File: src/rtl/rtimer_pkg.sv
package rtimer_pkg;

  typedef enum logic [1:0] {
    SRC_SYS  = 2'b00,
    SRC_DIV3 = 2'b01,
    SRC_PIN  = 2'b10,
    SRC_OFF  = 2'b11
  } src_e;

  typedef struct packed {
    logic [2:0] psel;
    logic       rsvd;
    logic       fall;
    logic       edge_en;
    src_e       src;
  } ctrl_t;

  localparam int unsigned CTRL_W = $bits(ctrl_t);

  localparam logic [1:0] A_CTRL = 2'd0;
  localparam logic [1:0] A_RLD  = 2'd1;
  localparam logic [1:0] A_CMP  = 2'd2;
  localparam logic [1:0] A_CNT  = 2'd3;

endpackage

File: src/rtl/tmr_tick_src.sv
module tmr_tick_src
  import rtimer_pkg::*;
#(
  parameter int unsigned SYNC_STAGES = 2,
  parameter int unsigned DIV         = 3
) (
  input  logic clk,
  input  logic rst_n,
  input  src_e src,
  input  logic edge_en,
  input  logic fall,
  input  logic pin,
  output logic tick
);
  localparam int unsigned DW = (DIV > 1) ? $clog2(DIV) : 1;
  localparam logic [DW-1:0] DIV_LAST = DW'(DIV - 1);

  logic [SYNC_STAGES-1:0] sync_q;
  logic                   last_q;
  logic [DW-1:0]          div_q;
  logic                   pin_s, rise_hit, fall_hit, edge_hit, div_hit;

  always_ff @(posedge clk) begin
    if (!rst_n) begin
      sync_q <= '0;
      last_q <= 1'b0;
      div_q  <= '0;
    end else begin
      sync_q <= {sync_q[SYNC_STAGES-2:0], pin};
      last_q <= sync_q[SYNC_STAGES-1];
      div_q  <= (div_q == DIV_LAST) ? '0 : div_q + 1'b1;
    end
  end

  assign pin_s    = sync_q[SYNC_STAGES-1];
  assign rise_hit = pin_s & ~last_q;
  assign fall_hit = ~pin_s & last_q;
  assign edge_hit = edge_en & (fall ? fall_hit : rise_hit);
  assign div_hit  = (div_q == DIV_LAST);

  always_comb begin
    unique case (src)
      SRC_SYS:  tick = 1'b1;
      SRC_DIV3: tick = div_hit;
      SRC_PIN:  tick = edge_hit;
      default:  tick = 1'b0;
    endcase
  end

endmodule

File: src/rtl/tmr_prescaler.sv
module tmr_prescaler #(
  parameter int unsigned SEL_W = 3
) (
  input  logic             clk,
  input  logic             rst_n,
  input  logic             tick_in,
  input  logic [SEL_W-1:0] sel,
  output logic             tick_out
);
  localparam int unsigned CW = (1 << SEL_W) - 1;

  logic [CW-1:0] pre_q;
  logic [CW-1:0] mask;

  always_ff @(posedge clk) begin
    if (!rst_n)       pre_q <= '0;
    else if (tick_in) pre_q <= pre_q + 1'b1;
  end

  always_comb mask = ~({CW{1'b1}} << sel);

  assign tick_out = tick_in && ((pre_q & mask) == mask);

endmodule

File: src/rtl/tmr_counter.sv
module tmr_counter #(
  parameter int unsigned W = 8
) (
  input  logic         clk,
  input  logic         rst_n,
  input  logic         step,
  input  logic         ld_we,
  input  logic [W-1:0] ld_val,
  input  logic [W-1:0] reload,
  input  logic [W-1:0] cmp_val,
  output logic [W-1:0] cnt,
  output logic         ovf,
  output logic         hit
);
  logic [W-1:0] cnt_q, nxt;
  logic         at_top, adv;

  assign at_top = (cnt_q == {W{1'b1}});
  assign nxt    = at_top ? reload : cnt_q + 1'b1;
  assign adv    = rst_n && step && !ld_we;

  always_ff @(posedge clk) begin
    if (ld_we)    cnt_q <= ld_val;
    else if (adv) cnt_q <= nxt;
  end

  always_ff @(posedge clk) begin
    if (!rst_n) begin
      ovf <= 1'b0;
      hit <= 1'b0;
    end else begin
      ovf <= adv && at_top;
      hit <= adv && (nxt == cmp_val);
    end
  end

  assign cnt = cnt_q;

endmodule

File: src/rtl/reload_timer.sv
module reload_timer
  import rtimer_pkg::*;
#(
  parameter int unsigned W           = 8,
  parameter int unsigned SYNC_STAGES = 2
) (
  input  logic         clk,
  input  logic         rst_n,
  input  logic         bus_we,
  input  logic [1:0]   bus_addr,
  input  logic [W-1:0] bus_wdata,
  output logic [W-1:0] bus_rdata,
  input  logic         tmr_pin,
  output logic         ovf_pulse,
  output logic         cmp_pulse
);
  localparam int unsigned SEL_W = 3;

  ctrl_t        ctrl_q;
  logic [W-1:0] rld_q, cmp_q, cnt_w;
  logic         ld_we, src_tick, step;

  always_ff @(posedge clk) begin
    if (!rst_n) begin
      ctrl_q <= '0;
      rld_q  <= '0;
      cmp_q  <= '0;
    end else if (bus_we) begin
      unique case (bus_addr)
        A_CTRL: begin
          ctrl_q      <= ctrl_t'(bus_wdata[CTRL_W-1:0]);
          ctrl_q.rsvd <= 1'b0;
        end
        A_RLD:   rld_q <= bus_wdata;
        A_CMP:   cmp_q <= bus_wdata;
        default: ;
      endcase
    end
  end

  assign ld_we = rst_n && bus_we && (bus_addr == A_CNT);

  always_comb begin
    unique case (bus_addr)
      A_CTRL:  bus_rdata = W'(ctrl_q);
      A_RLD:   bus_rdata = rld_q;
      A_CMP:   bus_rdata = cmp_q;
      default: bus_rdata = cnt_w;
    endcase
  end

  tmr_tick_src #(.SYNC_STAGES(SYNC_STAGES), .DIV(3)) u_src (
    .clk     (clk),
    .rst_n   (rst_n),
    .src     (ctrl_q.src),
    .edge_en (ctrl_q.edge_en),
    .fall    (ctrl_q.fall),
    .pin     (tmr_pin),
    .tick    (src_tick)
  );

  tmr_prescaler #(.SEL_W(SEL_W)) u_pre (
    .clk      (clk),
    .rst_n    (rst_n),
    .tick_in  (src_tick),
    .sel      (ctrl_q.psel),
    .tick_out (step)
  );

  tmr_counter #(.W(W)) u_cnt (
    .clk     (clk),
    .rst_n   (rst_n),
    .step    (step),
    .ld_we   (ld_we),
    .ld_val  (bus_wdata),
    .reload  (rld_q),
    .cmp_val (cmp_q),
    .cnt     (cnt_w),
    .ovf     (ovf_pulse),
    .hit     (cmp_pulse)
  );

endmodule

File: config.mk
export PLATFORM = sky130hd
export DESIGN_NAME = reload_timer
export DESIGN_NICKNAME = d
export VERILOG_FILES = /design/src/rtl/rtimer_pkg.sv /design/src/rtl/tmr_tick_src.sv /design/src/rtl/tmr_prescaler.sv /design/src/rtl/tmr_counter.sv /design/src/rtl/reload_timer.sv
export SDC_FILE = /design/constraint.sdc
export NUM_CORES = 1
export LEC_CHECK = 0
export ABC_AREA = 1
export ABC_CLOCK_PERIOD_IN_PS = 1400
export BUFFER_PORTS_ARGS = -buffer_cell sky130_fd_sc_hd__buf_2
export CAP_MARGIN = 30
export CELL_PAD_IN_SITES_DETAIL_PLACEMENT = 0
export CELL_PAD_IN_SITES_GLOBAL_PLACEMENT = 2
export CORE_ASPECT_RATIO = 0.5
export CORE_MARGIN = 1.5
export CORE_UTILIZATION = 30
export CTS_CLUSTER_SIZE = 12
export DETAILED_ROUTE_END_ITERATION = 10
export PLACE_DENSITY_LB_ADDON = 0.1
export SYNTH_ARGS = -nofsm -noshare
export SYNTH_HDL_FRONTEND = slang
export SYNTH_SLANG_ARGS = --single-unit
File: constraint.sdc
create_clock -name clk -period 1.4 [get_ports clk]
set_input_delay 0.07 -clock clk [delete_from_list [all_inputs] [get_ports clk]]
set_output_delay 0.07 -clock clk [all_outputs]
set_load 0.01 [all_outputs]
==> flow_summary.json, run 1 <==
{
  "status": "finished with violations",
  "violations": "DRC, setup timing",
  "worst_slew_pin_slew_ns": 0.581,
  "seqPwrFrac": 0.407,
  "htreeDepth": 2,
  "hold_class": "input port to register",
  "fin_ws_ns": -0.152,
  "vias": 2325,
  "first_pass_iters": 7,
  "synth_top_family_by_area": "simple AND/OR/NAND/NOR gates",
  "min_from": "bus_we",
  "setup_violations": 16,
  "insertion_delay_ns": 0.29,
  "num-fill-cells": 763,
  "fmax_mhz": 644,
  "die_area_sq_mm": 0.00809,
  "final_cell_mix": "nand2_1, buf_4, inv_1",
  "grt_pass1_vias": 2214,
  "synth_top_area_frac": 0.328,
  "drv_slew": 0,
  "dieHeight_um": 64.4,
  "yosys.area_share.simple": 0.230,
  "io_buffers": 23,
  "clock_path_buffers": 2,
  "p_sw_mw": 1.06,
  "final_common_cell": "nand2_1",
  "fin_crit_ns": 1.55,
  "synth_xor_area_frac": 0.0116,
  "core_sq_mm": 0.00732,
  "via_per_inst": 4.76,
  "path_clk_slew_ns": 0.06,
  "cellInternalPower_mw": 2.64,
  "cp.required_ns": 1.64,
  "leakagePower_nw": 1.43,
  "fin_nets": 408,
  "die_w_um": 126,
  "rows": 22,
  "antenna_cells": 0,
  "slew_headroom": 0.611,
  "syn_area_per_cell_sq_um": 7.15,
  "yosys_warnings": 0,
  "clockPowerShare": 0.359,
  "pin_count": 24,
  "antenna_found_initial": 0,
  "crit_arrival_ns": 1.79,
  "ant_nets": 0,
  "syn_nets": 333,
  "dp.final_hpwl_mm": 5.45,
  "cap_violations": 0,
  "crit_fanout": 4,
  "ir_drop_mv": 0.449,
  "areaGrowthSynthToFinish_pct": 45.9,
  "synth_adder_area_share": 0.0166,
  "regToRegStartpoint": "u_cnt.cnt[0]",
  "drcViolationCount": 2,
  "yosysUniqueCellTypes": 26,
  "ys_seq_area_frac": 0.434,
  "hold-worst-slack_ns": 0.0940,
  "drive_above_1_share": 0.349,
  "rsz0062_at_grt": "true",
  "postLayoutCoreUtil": 0.450,
  "ys_ff_latch": 45,
  "grt_usage": 0.193,
  "timing.final.crit_share": 1.11,
  "drt_wl_total_mm": 7.26,
  "start_util": 0.308,
  "place_congestion": 0.860,
  "cts_root_buf": "clkbuf_16",
  "grt_first_pass_wirelength_mm": 11.8,
  "post_drt_wl_per_cell_um": 14.9,
  "sw_frac_of_total": 0.285,
  "setup_tns_ns": -0.856,
  "cts_made_buffers": 5,
  "power.density_mw_per_mm2": 1120,
  "fin_skew_ns": 0.00620,
  "synth_top_area_cell": "dfxtp_1",
  "start_kind": "register",
  "ys_top_cells_by_area": "dfxtp_1, nand2_1, edfxtp_1",
  "netlist_area_sq_mm": 0.00226,
  "endpoint_kind": "register",
  "drt_iter0_markers": 116,
  "grt_max_degree": 20,
  "grt-ovfl-total": 0,
  "critPathKind": "register to register",
  "hold_viol_final": 0,
  "cts_tree": "done",
  "syn-instance-count": 316,
  "synth_mux_area_frac": 0,
  "combPwrFrac": 0.234,
  "crit_start": "u_cnt.cnt[0]",
  "synth_compound_area_frac": 0.219,
  "clkSinkCount": 45
}
flip-flops by register name, summed over array words and instances, names as in the netlist:
name and cells:
u_src.sync_q 2, u_src.div_q 2, cmp_q 8, u_cnt.hit 1, u_src.last_q 1, u_pre.pre_q 7, u_cnt.cnt 8, rld_q 8
ctrl_q 7, u_cnt.ovf 1
final timing paths:
path,slack (ns),end,depth (start not counted)
setup / recovery,-0.15,u_cnt.hit,12
hold / removal,0.09,cmp_q[0],3
setup reg to reg,-0.15,u_cnt.hit,12
hold reg to reg,0.41,u_src.sync_q[1],2
worst max-delay path, cell delays in order (launching register included):
cell	delay, ns
edfxtp_1	0.43
buf_4	0.16
buf_6	0.11
inv_2	0.07
nor2_4	0.05
buf_4	0.12
nand2_1	0.06
nand2_1	0.06
o211ai_1	0.12
nand2_1	0.07
nand2_1	0.09
nand3_1	0.07
nor2_1	0.08
metrics by stage:
stage	total power [mW]	std cells	cell area (sq um)	setup slack, ns
after floorplan	1.88	316	2280	-0.0912
after global placement	2.20	472	2820	-0.188
after detailed placement	2.21	472	2820	-0.254
after CTS	3.64	487	3150	-0.178
after global routing	3.88	488	3290	-0.305
final	3.70	488	3290	-0.152
per-layer routing:
metal	vias to the layer above	routed length [um]	track usage
met5	-	0	0
met4	0	55	0.0480
met3	5	327	0.0402
met2	37	2940	0.279
met1	1073	3940	0.289
li1	1210	-	-
cell families after synthesis:
| group | after synthesis |
|---|---|
| and+or+nand+nor | 123 |
| AOI/OAI and AO/OA | 91 |
| buffers and inverters | 51 |
| DFF | 45 |
| xor gates and xnor gates | 3 |
| adders and majority gates | 3 |
power groups by stage:
stage | Combinational (mW) | Sequential [mW] | Clock, mW
floorplan | 0.375 | 1.51 | 0
global placement | 0.692 | 1.51 | 0
detailed placement | 0.699 | 1.51 | 0
CTS | 0.786 | 1.49 | 1.36
global route | 0.955 | 1.52 | 1.41
finish | 0.866 | 1.50 | 1.33
what timing repair did:
item / CTS / global route
buffers inserted: 5 / 2
pin swaps: 10 / 7
hold buffers: 1 / 0
setup endpoints to repair: 22 / 26
resized for setup: 38 / 40
gates cloned: 1 / 0
hold endpoints to repair: 1 / 0
cell usage after synthesis:
cell type / count
nand2_1: 65
inv_1: 43
o21ai_0: 40
dfxtp_1: 37
a21oi_1: 33
nor2_1: 26
nand3_1: 21
edfxtp_1: 8
clkbuf_1: 6
o22ai_1: 6
nor3_1: 5
ha_1: 3
nand2_2: 3
xor2_1: 3
a21boi_0: 2
nor2_4: 2
o2111ai_1: 2
o211ai_1: 2
o21bai_1: 2
a221oi_1: 1
a31oi_1: 1
buf_2: 1
buf_6: 1
nand4_1: 1
o21ai_1: 1
o221ai_1: 1
layout make-up:
type                            instances  area, sq um  area share
Clock buffer                            8          168      0.0509
Multi-Input combinational cell        221         1320       0.400
Inverter                               43          164      0.0498
Tap cell                               96          120      0.0365
Timing Repair Buffer                   75          538       0.163
Sequential cell                        45          987       0.300
Note: power is estimated with default switching activity, not from simulation.
==> run 2: changes to the inputs <==
--- a/config.mk
+++ b/config.mk
@@ -16,7 +16,8 @@
 export CORE_UTILIZATION = 30
 export CTS_CLUSTER_SIZE = 12
 export DETAILED_ROUTE_END_ITERATION = 10
-export PLACE_DENSITY_LB_ADDON = 0.1
+export GPL_TIMING_DRIVEN = 0
+export PLACE_DENSITY = 0.82
 export SYNTH_ARGS = -nofsm -noshare
 export SYNTH_HDL_FRONTEND = slang
 export SYNTH_SLANG_ARGS = --single-unit
==> run 2 against run 1 <==
The flow finishes with violations (setup timing). Setup slack got worse by 0.10 ns. Total power fell by 2.1%. First-iteration DRC count rose by 51%. Clock-buffer cell count fell by 3. Cell count fell by 4.5%. Sequential share of layout area rose by 2.9 points. Clock power rose by 4%. Utilization fell by 3.6 points.
==> flow_summary.json, run 2 (synthesis gave the netlist of run 1 again) <==
{
  "status": "finished with violations",
  "violations": "setup timing",
  "vias": 2266,
  "crit_fanout": 10,
  "place_ws_ns": -0.452,
  "endpoint_kind": "register",
  "die_area_sq_mm": 0.00809,
  "drt_wl_total_mm": 6.76,
  "ant_nets": 0,
  "cp-endpoint": "u_cnt.hit",
  "cts_root_buf": "clkbuf_16",
  "final_common_cell": "nand2_1",
  "leakagePower_nw": 1.27,
  "areaGrowthSynthToFinish_pct": 34.1,
  "setup_violations": 7,
  "drt_iter0_markers": 175,
  "clock_path_buffers": 2,
  "critPathKind": "register to register",
  "regToRegStartpoint": "u_cnt.cnt[1]",
  "antenna_cells": 0,
  "clkSinkCount": 45,
  "cp.required_ns": 1.62,
  "worstRegToRegCells": 12,
  "r2r_end": "u_cnt.hit",
  "worst_slew_pin_slew_ns": 0.575,
  "first_pass_iters": 5,
  "crit_arrival_ns": 1.88,
  "cts_made_buffers": 5,
  "start_kind": "register",
  "drcViolationCount": 0,
  "pin_count": 24,
  "total_power_mw": 3.62,
  "drv_slew": 0,
  "power.density_mw_per_mm2": 1200,
  "post_drt_wl_per_cell_um": 14.5,
  "fin_crit_ns": 1.66,
  "r2r_setup_slack_ns": -0.26,
  "start_util": 0.308,
  "antenna_found_initial": 0,
  "final_cell_mix": "nand2_1, inv_1, o21ai_0",
  "htreeDepth": 2,
  "die_w_um": 126,
  "rsz0062_at_grt": "true",
  "grt_max_degree": 16,
  "dp.final_hpwl_mm": 5.02,
  "dieHeight_um": 64.4,
  "place_congestion": 0.808,
  "slew_headroom": 0.615,
  "io_buffers": 23,
  "core_sq_mm": 0.00732,
  "min_from": "rst_n",
  "cts_tree": "done",
  "via_per_inst": 4.86,
  "timing.final.crit_share": 1.18,
  "insertion_delay_ns": 0.29,
  "drive_above_1_share": 0.292,
  "postLayoutCoreUtil": 0.414,
  "rows": 22,
  "crit_start": "u_cnt.cnt[1]",
  "hold_viol_final": 0,
  "fin_ws_ns": -0.256,
  "grt-ovfl-total": 0,
  "ir_drop_mv": 0.595,
  "grt_pass1_vias": 2132,
  "hold_class": "input port to register",
  "cap_violations": 0,
  "dpl_cell_area_sq_mm": 0.00252,
  "fmax_mhz": 604,
  "path_clk_slew_ns": 0.07,
  "grt_first_pass_wirelength_mm": 10.9,
  "fin_nets": 386,
  "setup_tns_ns": -1.10,
  "design_area_sq_mm": 0.00303,
  "fin_skew_ns": 0.00395,
  "grt_usage": 0.174
}
-- run 2: critical path, stage by stage (launching register included) --
cell and delay [ns]:
edfxtp_1 0.42, ha_4 0.17, nand2_4 0.06, nor2_4 0.11, nand2_2 0.07, buf_6 0.15, nand3_2 0.07, nand2_1 0.07
nand2_1 0.06, nand3_1 0.07, nor2_1 0.14, nand3_2 0.10, nor2_1 0.10
-- run 2: repair_timing --
item                                    4_1_cts  5_1_grt
setup buffers                                14        8
endpoints found under the setup margin       21       24
endpoints found under the hold margin         1        0
resized for setup                            25       38
hold buffers                                  1        0
pin swaps                                    10       16
-- run 2: per-stage QoR --
step,hold slack (ns),instances
after detailed placement,0.259,435
after global placement,0.258,435
final,0.0910,466
after global routing,0.107,466
after CTS,0.0826,458
after floorplan,0.168,316
-- run 2: worst min-delay path by stage --
stage,endpoint,cells past startpoint
floorplan,u_src.sync_q[0],2
global placement,u_src.sync_q[0],3
detailed placement,u_src.sync_q[0],3
CTS,ctrl_q[2],3
global route,ctrl_q[2],3
finish,ctrl_q[2],3
-- run 2: area by class of cell --
class | instances | area [sq um]
Fill cell | 747 | 4290
Multi-Input combinational cell | 220 | 1240
Sequential cell | 45 | 996
Timing Repair Buffer | 46 | 298
Inverter | 43 | 161
Clock buffer | 5 | 125
Tap cell | 96 | 120
Clock inverter | 3 | 45.0
Buffer | 8 | 38.8
-- run 2: power breakdown --
group          internal (mW)  switching (mW)
combinational          0.308           0.425
sequential              1.43          0.0815
clock                  0.847           0.529
total                   2.59            1.04
-- run 2: per-layer routing --
layer / global-route usage / vias up / part of all wire
met2: 0.297 / 48 / 0.44
met5: 0 / - / 0
met4: 0.0407 / 0 / 0.0065
met3: 0.0302 / 5 / 0.046
met1: 0.230 / 1045 / 0.50
li1: - / 1168 / -
